**config.mk**
```make
export PLATFORM = sky130hd
export DESIGN_NAME = spi_dbuf_port
export DESIGN_NICKNAME = d
export VERILOG_FILES = /design/src/rtl/spi_dbuf_pkg.sv /design/src/rtl/spi_dbuf_sync.sv /design/src/rtl/spi_dbuf_clkdiv.sv /design/src/rtl/spi_dbuf_port.sv
export SDC_FILE = /design/constraint.sdc
export NUM_CORES = 1
export LEC_CHECK = 0
export BUFFER_PORTS_ARGS = -buffer_cell sky130_fd_sc_hd__buf_4
export CORE_MARGIN = 5
export CORE_UTILIZATION = 64
export DETAILED_ROUTE_END_ITERATION = 8
export GPL_TIMING_DRIVEN = 0
export PLACE_DENSITY = 0.83
export SETUP_SLACK_MARGIN = 0.02
export SLEW_MARGIN = 10
export SYNTH_ARGS = -nofsm -noshare
export SYNTH_HDL_FRONTEND = slang
export SYNTH_HIERARCHICAL = 1
export SYNTH_SLANG_ARGS = --single-unit
```
**constraint.sdc**
```tcl
create_clock -name clk -period 4.9 [get_ports clk]
set_input_delay 0.98 -clock clk [delete_from_list [all_inputs] [get_ports clk]]
set_output_delay 0.98 -clock clk [all_outputs]
set_load 0.02 [all_outputs]
```
**src/rtl/spi_dbuf_pkg.sv**
```systemverilog
package spi_dbuf_pkg;
    localparam logic [1:0] A_DATA = 2'd0;
    localparam logic [1:0] A_STAT = 2'd1;
    localparam logic [1:0] A_CFG  = 2'd2;

    localparam int unsigned ST_RXF_M = 7;
    localparam int unsigned ST_TXF_M = 6;
    localparam int unsigned ST_BRK   = 5;
    localparam int unsigned ST_OVR   = 4;
    localparam int unsigned ST_RXF   = 3;
    localparam int unsigned ST_TXF   = 2;
    localparam int unsigned ST_RUN   = 1;
    localparam int unsigned ST_URUN  = 0;
endpackage

```
**src/rtl/spi_dbuf_sync.sv**
```systemverilog
module spi_dbuf_sync #(
    parameter int unsigned W      = 1,
    parameter int unsigned STAGES = 2,
    parameter logic [W-1:0] RST   = '0
) (
    input  logic         clk,
    input  logic         rst_n,
    input  logic [W-1:0] d,
    output logic [W-1:0] q
);
    logic [STAGES-1:0][W-1:0] stg_q;

    genvar g;
    generate
        for (g = 0; g < STAGES; g++) begin : g_stage
            always_ff @(posedge clk or negedge rst_n) begin
                if (!rst_n) begin
                    stg_q[g] <= RST;
                end else if (g == 0) begin
                    stg_q[g] <= d;
                end else begin
                    stg_q[g] <= stg_q[(g == 0) ? 0 : g-1];
                end
            end
        end
    endgenerate

    assign q = stg_q[STAGES-1];
endmodule

```
**src/rtl/spi_dbuf_clkdiv.sv**
```systemverilog
module spi_dbuf_clkdiv #(
    parameter int unsigned DIV = 4
) (
    input  logic clk,
    input  logic rst_n,
    input  logic run,
    output logic sclk,
    output logic rise,
    output logic fall
);
    localparam int unsigned HALF = DIV / 2;
    localparam int unsigned CW   = (HALF > 1) ? $clog2(HALF) : 1;

    logic [CW-1:0] cnt_d, cnt_q;
    logic          sclk_d, sclk_q;
    logic          tick;

    always_comb begin
        tick   = run && (cnt_q == CW'(HALF - 1));
        cnt_d  = cnt_q;
        sclk_d = sclk_q;
        if (!run) begin
            cnt_d  = '0;
            sclk_d = 1'b0;
        end else if (tick) begin
            cnt_d  = '0;
            sclk_d = !sclk_q;
        end else begin
            cnt_d  = cnt_q + CW'(1);
        end
    end

    always_ff @(posedge clk or negedge rst_n) begin
        if (!rst_n) begin
            cnt_q  <= '0;
            sclk_q <= 1'b0;
        end else begin
            cnt_q  <= cnt_d;
            sclk_q <= sclk_d;
        end
    end

    assign sclk = sclk_q;
    assign rise = tick && !sclk_q;
    assign fall = tick && sclk_q;
endmodule

```
**src/rtl/spi_dbuf_port.sv**
```systemverilog
module spi_dbuf_port
    import spi_dbuf_pkg::*;
#(
    parameter int unsigned DW  = 16,
    parameter int unsigned BW  = 16,
    parameter int unsigned DIV = 4
) (
    input  logic          clk,
    input  logic          rst_n,
    input  logic          master_en,
    input  logic [1:0]    bus_addr,
    input  logic          bus_wr,
    input  logic          bus_rd,
    input  logic [BW-1:0] bus_wdata,
    output logic [BW-1:0] bus_rdata,
    output logic          sclk_o,
    output logic          cs_n_o,
    output logic          sdo_o,
    input  logic          sclk_i,
    input  logic          cs_n_i,
    input  logic          sdi_i
);
    localparam int unsigned LW = $clog2(DW);

    typedef struct packed {
        logic [LW-1:0] len;
        logic [LW-1:0] bcnt;
        logic [DW-1:0] tx_sh;
        logic [DW-1:0] hold;
        logic [DW-1:0] rx_sh;
        logic [DW-1:0] rx_data;
        logic          hold_v;
        logic          busy;
        logic          fin;
        logic          active;
        logic          rx_full;
        logic          brk;
        logic          ovr;
        logic          urun;
        logic          sclk_p;
        logic          cs_p;
    } port_st_t;

    port_st_t s_d, s_q;

    logic       sclk_s, cs_s, sdi_s;
    logic       m_rise, m_fall, m_sclk;
    logic       word_done;
    logic [7:0] stat_w;
    logic [DW-1:0] mask_w;

    spi_dbuf_sync #(.W(3), .STAGES(2), .RST(3'b010)) u_sync (
        .clk   (clk),
        .rst_n (rst_n),
        .d     ({sclk_i, cs_n_i, sdi_i}),
        .q     ({sclk_s, cs_s, sdi_s})
    );

    spi_dbuf_clkdiv #(.DIV(DIV)) u_div (
        .clk   (clk),
        .rst_n (rst_n),
        .run   (master_en && s_q.busy),
        .sclk  (m_sclk),
        .rise  (m_rise),
        .fall  (m_fall)
    );

    always_comb begin
        logic wr_data, wr_stat, wr_cfg, rd_data;
        logic s_rise, s_fall, cs_edge;

        wr_data = bus_wr && (bus_addr == A_DATA);
        wr_stat = bus_wr && (bus_addr == A_STAT);
        wr_cfg  = bus_wr && (bus_addr == A_CFG);
        rd_data = bus_rd && (bus_addr == A_DATA);
        mask_w  = {DW{1'b1}} >> (LW'(DW - 1) - s_q.len);
        word_done = 1'b0;

        s_d        = s_q;
        s_d.sclk_p = sclk_s;
        s_d.cs_p   = cs_s;
        // write-1-to-clear first so a set in this cycle wins
        if (wr_stat) begin
            s_d.brk  = s_q.brk  && !bus_wdata[ST_BRK];
            s_d.ovr  = s_q.ovr  && !bus_wdata[ST_OVR];
            s_d.urun = s_q.urun && !bus_wdata[ST_URUN];
        end
        if (wr_cfg) s_d.len = bus_wdata[LW-1:0];

        s_rise  = !cs_s && sclk_s && !s_q.sclk_p;
        s_fall  = !cs_s && !sclk_s && s_q.sclk_p && s_q.active;
        cs_edge = cs_s != s_q.cs_p;

        if (master_en) begin
            if (m_rise) begin
                s_d.rx_sh = {s_q.rx_sh[DW-2:0], sdi_i};
                if (s_q.bcnt == s_q.len) begin
                    s_d.fin   = 1'b1;
                    word_done = 1'b1;
                end else begin
                    s_d.bcnt = s_q.bcnt + LW'(1);
                end
            end
            if (m_fall) begin
                if (s_q.fin) begin
                    s_d.fin  = 1'b0;
                    s_d.bcnt = '0;
                    if (s_q.hold_v) begin
                        s_d.tx_sh  = s_q.hold;
                        s_d.hold_v = 1'b0;
                    end else begin
                        s_d.busy = 1'b0;
                    end
                end else begin
                    s_d.tx_sh = s_q.tx_sh << 1;
                end
            end
        end else if (cs_edge && s_q.active) begin
            // select moved mid-word: drop the partial word
            s_d.brk    = 1'b1;
            s_d.active = 1'b0;
            s_d.bcnt   = '0;
            if (s_q.hold_v) begin
                s_d.tx_sh  = s_q.hold;
                s_d.hold_v = 1'b0;
            end else begin
                s_d.tx_sh = '0;
                s_d.busy  = 1'b0;
            end
        end else if (cs_edge) begin
            s_d.bcnt = '0;
        end else if (s_rise) begin
            if (!s_q.active && !s_q.busy) s_d.urun = 1'b1;
            s_d.active = 1'b1;
            s_d.rx_sh  = {s_q.rx_sh[DW-2:0], sdi_s};
            if (s_q.bcnt == s_q.len) begin
                word_done  = 1'b1;
                s_d.active = 1'b0;
                s_d.bcnt   = '0;
                if (s_q.hold_v) begin
                    s_d.tx_sh  = s_q.hold;
                    s_d.hold_v = 1'b0;
                end else begin
                    s_d.tx_sh = '0;
                    s_d.busy  = 1'b0;
                end
            end else begin
                s_d.bcnt = s_q.bcnt + LW'(1);
            end
        end else if (s_fall) begin
            s_d.tx_sh = s_q.tx_sh << 1;
        end

        if (word_done) begin
            if (s_q.rx_full && !rd_data) s_d.ovr = 1'b1;
            s_d.rx_data = s_d.rx_sh & mask_w;
            s_d.rx_full = 1'b1;
        end else if (rd_data) begin
            s_d.rx_full = 1'b0;
        end

        // a full holding register blocks the write entirely
        if (wr_data && !s_q.hold_v) begin
            if (s_d.busy) begin
                s_d.hold   = bus_wdata[DW-1:0];
                s_d.hold_v = 1'b1;
            end else begin
                s_d.tx_sh = bus_wdata[DW-1:0];
                s_d.busy  = 1'b1;
                s_d.fin   = 1'b0;
            end
        end
    end

    always_ff @(posedge clk or negedge rst_n) begin
        if (!rst_n) begin
            s_q      <= '0;
            s_q.len  <= LW'(DW - 1);
            s_q.cs_p <= 1'b1;
        end else begin
            s_q <= s_d;
        end
    end

    assign stat_w = {s_q.rx_full, s_q.hold_v, s_q.brk, s_q.ovr,
                     s_q.rx_full, s_q.hold_v, s_q.busy, s_q.urun};

    always_comb begin
        case (bus_addr)
            A_DATA:  bus_rdata = BW'(s_q.rx_data);
            A_STAT:  bus_rdata = {{(BW-8){1'b0}}, stat_w};
            A_CFG:   bus_rdata = {{(BW-LW){1'b0}}, s_q.len};
            default: bus_rdata = '0;
        endcase
    end

    assign sclk_o = m_sclk;
    assign cs_n_o = !(master_en && s_q.busy);
    assign sdo_o  = s_q.tx_sh[s_q.len];
endmodule

```
==> qor.txt, run 1 <==
Hold Path Origin: u_sync/stg_q[2]$_DFF_PN0_
Worst R2R Start: s_q[79]$_DFFE_PN1P_
ANT nets after route: 0
Seq/Total Area, Yosys: 46.8%
Crit path time final: 3.71 ns
Number of distinct library cells after synthesis: 58
Share of the synthesized area in the top cell type: 43.0%
Die Width: 96.9 µm
Worst EP required: 3.92 ns
Top post-synthesis cells by area: dfrtp_1 (43%), mux2_2 (7.9%), dfstp_2 (3.8%), o21ai_0 (3.6%), nand2_1 (3.3%)
TritonCTS clock tree: yes
Post-DP Area: 0.00529 mm²
Flops & latches, synth: 90
Skew final: 0.0142 ns
Port Buffers: 44
H-tree Lvls: 3
Final hold slack: 0.359 ns
Gpl congestion: 0.940
Final #Nets: 542
Relative slew slack: 14.9%
Worst min path class: reg -> reg
Synthesis-to-finish area growth: 14.3%
Clock Tree Buf Depth: 2
I/O pin count: 45
Initial core utilization: 66.3%
Max_cap viols: 0
Clock transition at the registers of the reported paths: 0.10 ns
# diodes: 0
Area of the die: 0.00939 mm²
Global-route wire length before repair: 20700 µm
Fin crit share: 75.7%
Filler cell count: 524
Worst setup margin: 1.19 ns
Cell area after synthesis: 0.00483 mm²
Synth area leader: dfrtp_1
Via count: 4047
Setup total negative slack: 0 ns
Worst setup path category: reg -> out
Highest clock rate: 270 MHz
Fin. Hold Viols: 0
Core Rows: 31
Grt ovf: 0
Overall Power: 2630 µW
Worst setup startpoint: s_q[78]$_DFFE_PN1P_
Worst skew pair latency: 0.37 ns
Final Setup Violations: 0
# hold bufs at CTS: 0
Synth Instances: 460
Async S/R FF share, synth: 100%
DP Wirelength: 8700 µm
Share of cells above drive strength 1: 25.0%
Lkg Pwr: 0.00239 µW
Worst EP arrival: 2.73 ns
Post-CTS sizing: 0
GRT Overall Usage: 27.1%
Slew @ Worst Pin: 1.26 ns
Root buffer cell: clkbuf_8
Most used DFF post-synth: dfrtp_1
Vias in the first global route: 4114
Placeable core area: 0.00729 mm²
Synthesis Warnings: 6
Mapped Nets: 487
Largest net degree at the start of global routing: 91
CP startpoint kind: flip-flop
Vias per cell: 6.54
Setup WS pre-CTS: 1.30 ns
Cell area after layout: 0.00552 mm²
Die height: 96.9 µm
VDD IR max: 0.000303 V
First-pass detailed-route iteration total: 5
CP Capture Type: primary output
Postcts setup bufs: 0
Worst-path maximum fanout: 10
Routed WL: 12500 µm
Average cell area after synthesis: 10.5 µm²
CTS Buf Count: 9
Routed len/inst: 20.2 µm
Power per cell area: 475 mW/mm²
Clock sinks: 90
RSZ-0062 raised after global routing: false
Iter 0 DRT Violations: 386
Slew Limit Fails: 0
Status: finished, final reports clean
Initial antenna violation count: 0
DRC viols: 0
EDFF count, synth: 0
## kinds of logic after synthesis
logic type	share of synthesized area, %
AND/OR/NAND/NOR	14.2
AO/OA/AOI/OAI	17.4
flip-flops	46.8
multiplexers	15.3
buffers and inverters	4.30
XOR/XNOR	1.81
adder cells (fa/ha/maj)	0.259
## cells in the mapped netlist (5+ instances only)
library cell,n
nand2_1,43
a31oi_1,19
mux4_2,5
nand2b_1,5
dfstp_2,7
clkbuf_1,24
mux2i_1,11
dfrtp_1,83
xnor2_1,7
mux2_2,34
o21a_1,10
inv_1,6
o21ai_0,35
nor2b_1,8
nor3_1,17
a222oi_1,9
a21oi_1,5
a32oi_1,5
nor2_1,22
o221ai_1,11
and2_1,20
mux2_4,9
## layer usage
metal	part of all wire, %	GRT usage (%)
met5	0	0
met4	2.9	10.9
met3	7.3	5.40
met2	49	43.1
met1	41	36.4
## worst max-delay path: stages, from the launching register on
cell and delay (ns):
dfstp_2 0.56, clkbuf_1 0.54, mux4_2 0.60, mux4_2 0.48, buf_4 0.17
## area by class of cell
type / count / area [µm²] / area share, %
multi-input combinational: 327 / 2360 / 42.8
clock buffer: 10 / 138 / 2.49
clock inverter: 6 / 95.1 / 1.72
sequential: 90 / 2260 / 40.9
buffer: 36 / 181 / 3.28
tap: 99 / 124 / 2.24
inverter: 7 / 26.3 / 0.476
timing repair buffer: 44 / 334 / 6.05
## path summary, 6_finish.rpt
kind                                         endpoint  slack, ns  cells after the start
max in group asynchronous         s_q[56]$_DFFE_PN0P_       3.69                      1
worst max-delay path                            sdo_o       1.19                      4
min in group asynchronous           s_q[38]$_DFF_PN0_       0.66                      1
worst min-delay path            u_sync/q[2]$_DFF_PN0_       0.36                      0
worst min register to register  u_sync/q[2]$_DFF_PN0_       0.36                      0
worst max register to register      s_q[66]$_DFF_PN0_       1.80                      6
## power breakdown
group	internal [µW]	switching (µW)
logic	424	465
registers	954	188
clock network	308	286
## registers in the layout (all words and copies together) (netlist names)
name	cells
s_q	82
u_div/cnt_q	1
u_div/sclk	1
u_sync/q	3
u_sync/stg_q	3
## placed cells by master (no fill, tap or decap), types with 3 or more instances in the layout
master	instances
o22ai_1	4
nand2b_1	5
mux2_2	34
a31oi_1	19
o221ai_1	11
xor2_1	3
o21ai_0	35
inv_1	6
xnor2_1	7
a211oi_1	3
a222oi_1	9
buf_6	5
a21oi_1	5
mux2_4	9
inv_6	3
and2_1	20
a32oi_1	5
mux2i_1	11
mux4_2	5
clkbuf_8	10
o21a_1	10
nand3b_1	3
nor2b_1	8
nand2_1	43
buf_2	3
dfrtp_1	83
clkbuf_1	24
nor3_1	17
nor2_1	22
a21o_1	4
nand3_1	3
dfstp_2	7
buf_4	46
## through the flow
| stage | util [%] | std cells |
|---|---|---|
| finish | 75.8 | 619 |
| global route | 75.8 | 619 |
| CTS | 75.7 | 619 |
| detailed placement | 72.5 | 603 |
| global placement | 72.5 | 603 |
| floorplan | - | 460 |
Note: power is estimated with default switching activity, not from simulation.
==> inputs of run 2 (changes only) <==
--- a/config.mk
+++ b/config.mk
@@ -7,10 +7,10 @@
 export LEC_CHECK = 0
 export BUFFER_PORTS_ARGS = -buffer_cell sky130_fd_sc_hd__buf_4
 export CORE_MARGIN = 5
-export CORE_UTILIZATION = 64
+export CORE_UTILIZATION = 54
 export DETAILED_ROUTE_END_ITERATION = 8
 export GPL_TIMING_DRIVEN = 0
-export PLACE_DENSITY = 0.83
+export PLACE_DENSITY = 0.74
 export SETUP_SLACK_MARGIN = 0.02
 export SLEW_MARGIN = 10
 export SYNTH_ARGS = -nofsm -noshare
==> constraint.sdc (replaced) <==
create_clock -name clk -period 3.4 [get_ports clk]
set_input_delay 0.68 -clock clk [delete_from_list [all_inputs] [get_ports clk]]
set_output_delay 0.68 -clock clk [all_outputs]
set_load 0.02 [all_outputs]
==> run 2 against run 1 <==
  * Count of clock-buffer cells in the layout unchanged
  * Register-to-register slack got worse by 1.5 ns
  * Combinational power is 41% higher
  * Via count shrank 2.0%
  * Worst setup slack worse by 0.99 ns
  * Sequential share of layout area unchanged
  * Worst hold slack got worse by 0.0042 ns
  * Clock skew decreased by 0.0044 ns
  * Utilization down 12 points
  * Critical path depth did not move
  * Critical path type unchanged
==> qor.txt, run 2 (same netlist as run 1, synthesis figures left out) <==
Status: finished, final reports clean
Slew @ Worst Pin: 1.30 ns (+0.0376 ns)
Most common cell after layout, fill and taps aside: dfrtp_1
Largest net degree at the start of global routing: 91 (unchanged)
Vias per cell: 6.32 (-3.3%)
Worst setup path category: reg -> out
DRT met1 WL: 5320 µm (+2.9%)
I/O pin count: 45 (unchanged)
First-pass detailed-route iteration total: 5 (unchanged)
Worst skew pair latency: 0.36 ns (about the same)
CTS Buf Count: 9 (unchanged)
Routed len/inst: 19.1 µm (-5.3%)
Overall Power: 3720 µW (+42%)
Die height: 105 µm (+8.0%)
Fin. Hold Viols: 0 (unchanged)
Worst EP required: 2.72 ns (-1.20 ns)
Port Buffers: 44 (unchanged)
Setup WS pre-CTS: 0.0516 ns (-1.25 ns)
H-tree Lvls: 3 (unchanged)
Clock transition at the registers of the reported paths: 0.09 ns (about the same)
Skew final: 0.00981 ns (-0.00438 ns)
Met3 wire len: 1020 µm (+12%)
Worst setup margin: 0.203 ns (-0.989 ns)
Routed WL: 12000 µm (-4.1%)
RSZ-0062 raised after global routing: false
Fin crit share: 94.0%
# diodes: 0 (unchanged)
TritonCTS clock tree: yes
Setup total negative slack: 0 ns (unchanged)
GRT Overall Usage: 22.5% (-4.6 points)
Area of the die: 0.0109 mm² (+17%)
Gpl congestion: 0.910 (-3.2%)
Worst EP arrival: 2.52 ns (-0.21 ns)
Max FFs per register: 82 (unchanged)
Filler cell count: 693 (+32%)
Top Layer Used: met4
Placeable core area: 0.00872 mm² (+20%)
Max_cap viols: 0 (unchanged)
CP Capture Type: primary output
Final #Nets: 541 (-0.18%)
Global-route wire length before repair: 20400 µm (-1.6%)
Slew Limit Fails: 0 (unchanged)
Highest clock rate: 313 MHz
Most frequent cells in the layout: dfrtp_1 (83), buf_4 (46), nand2_1 (43), o21ai_0 (35), mux2_2 (34)
Core Rows: 34 (+9.7%)
Worst min path class: reg -> reg
DRC viols: 0 (unchanged)
Clock sinks: 90 (unchanged)
Final Setup Violations: 0 (unchanged)
# hold bufs at CTS: 0 (unchanged)
Iter 0 DRT Violations: 352 (-8.8%)
ANT nets after route: 0 (unchanged)
Relative slew slack: 12.4% (-2.5 points)
DP Wirelength: 8250 µm (-5.2%)
Worst-path maximum fanout: 6 (-4)
Grt ovf: 0 (unchanged)
Met2 Wirelength: 5390 µm (-11%)
Lkg Pwr: 0.00239 µW (about the same)
Top reg by flops: s_q
Postcts setup bufs: 0 (unchanged)
R2R setup slack: 0.28 ns (-1.52 ns)
Power per cell area: 673 mW/mm² (+42%)
Share of cells above drive strength 1: 25.0% (+0.048 points)
Synthesis-to-finish area growth: 14.3% (unchanged)
Post-CTS sizing: 0 (unchanged)
Via count: 3965 (-2.0%)
VDD IR max: 0.000299 V (-1.2%)
Vias in the first global route: 4041 (-1.8%)
Die Width: 105 µm (+8.0%)
Clock Tree Buf Depth: 2 (unchanged)
Root buffer cell: clkbuf_8
Initial antenna violation count: 0 (unchanged)
Initial core utilization: 55.4% (-11 points)
Crit path time final: 3.20 ns
CP startpoint kind: flip-flop
## run 2: changes by cell type in the layout (fill, tap and decap cells not counted), sizes merged
cell    change
inv         -1
clkbuf      -1
clkinv      +1
## run 2: path summary, 6_finish.rpt
check | from | endpoint | depth (start not counted)
min | u_sync/stg_q[0]$_DFF_PN0_ | u_sync/q[0]$_DFF_PN0_ | 0
min reg2reg | u_sync/stg_q[0]$_DFF_PN0_ | u_sync/q[0]$_DFF_PN0_ | 0
max reg2reg | s_q[79]$_DFFE_PN1P_ | s_q[66]$_DFF_PN0_ | 6
max in group asynchronous | rst_n | s_q[71]$_DFF_PN0_ | 1
max | s_q[79]$_DFFE_PN1P_ | sdo_o | 4
min in group asynchronous | rst_n | s_q[25]$_DFFE_PN0P_ | 1
## run 2: final cells by class
class | count | area, µm² | share of cell area [%]
Tap cell | 108 | 135 | 2.45
Sequential cell | 90 | 2260 | 40.9
Multi-Input combinational cell | 327 | 2360 | 42.8
Inverter | 7 | 26.3 | 0.476
Clock inverter | 6 | 87.6 | 1.59
Timing Repair Buffer | 44 | 334 | 6.05
Buffer | 35 | 178 | 3.22
Clock buffer | 10 | 138 | 2.49
## run 2: layer usage
metal	vias up	global-route usage, %
met5	-	0
met4	0	8.13
met3	27	3.58
met2	241	33.8
met1	1895	33.2
li1	1802	-
## run 2: critical path, stage by stage, from the launching register on
cell and delay [ns]:
dfstp_2 0.52, clkbuf_1 0.39, mux4_2 0.59, mux4_2 0.49, buf_4 0.17
## run 2: power breakdown
part	switching [µW]	internal, µW	total [µW]
Clock	394	437	831
Combinational	639	609	1250
Sequential	262	1370	1640
Total	1290	2420	3720
## run 2: through the flow
step                      hold WS (ns)  instance area (µm²)  instances  utilization (%)
after detailed placement         0.337                 5300        612             60.8
after floorplan                  0.331                 4830        460                -
final                            0.355                 5520        627             63.3
after CTS                        0.358                 5520        628             63.3
after global placement           0.335                 5300        612             60.8
after global routing             0.372                 5520        627             63.3
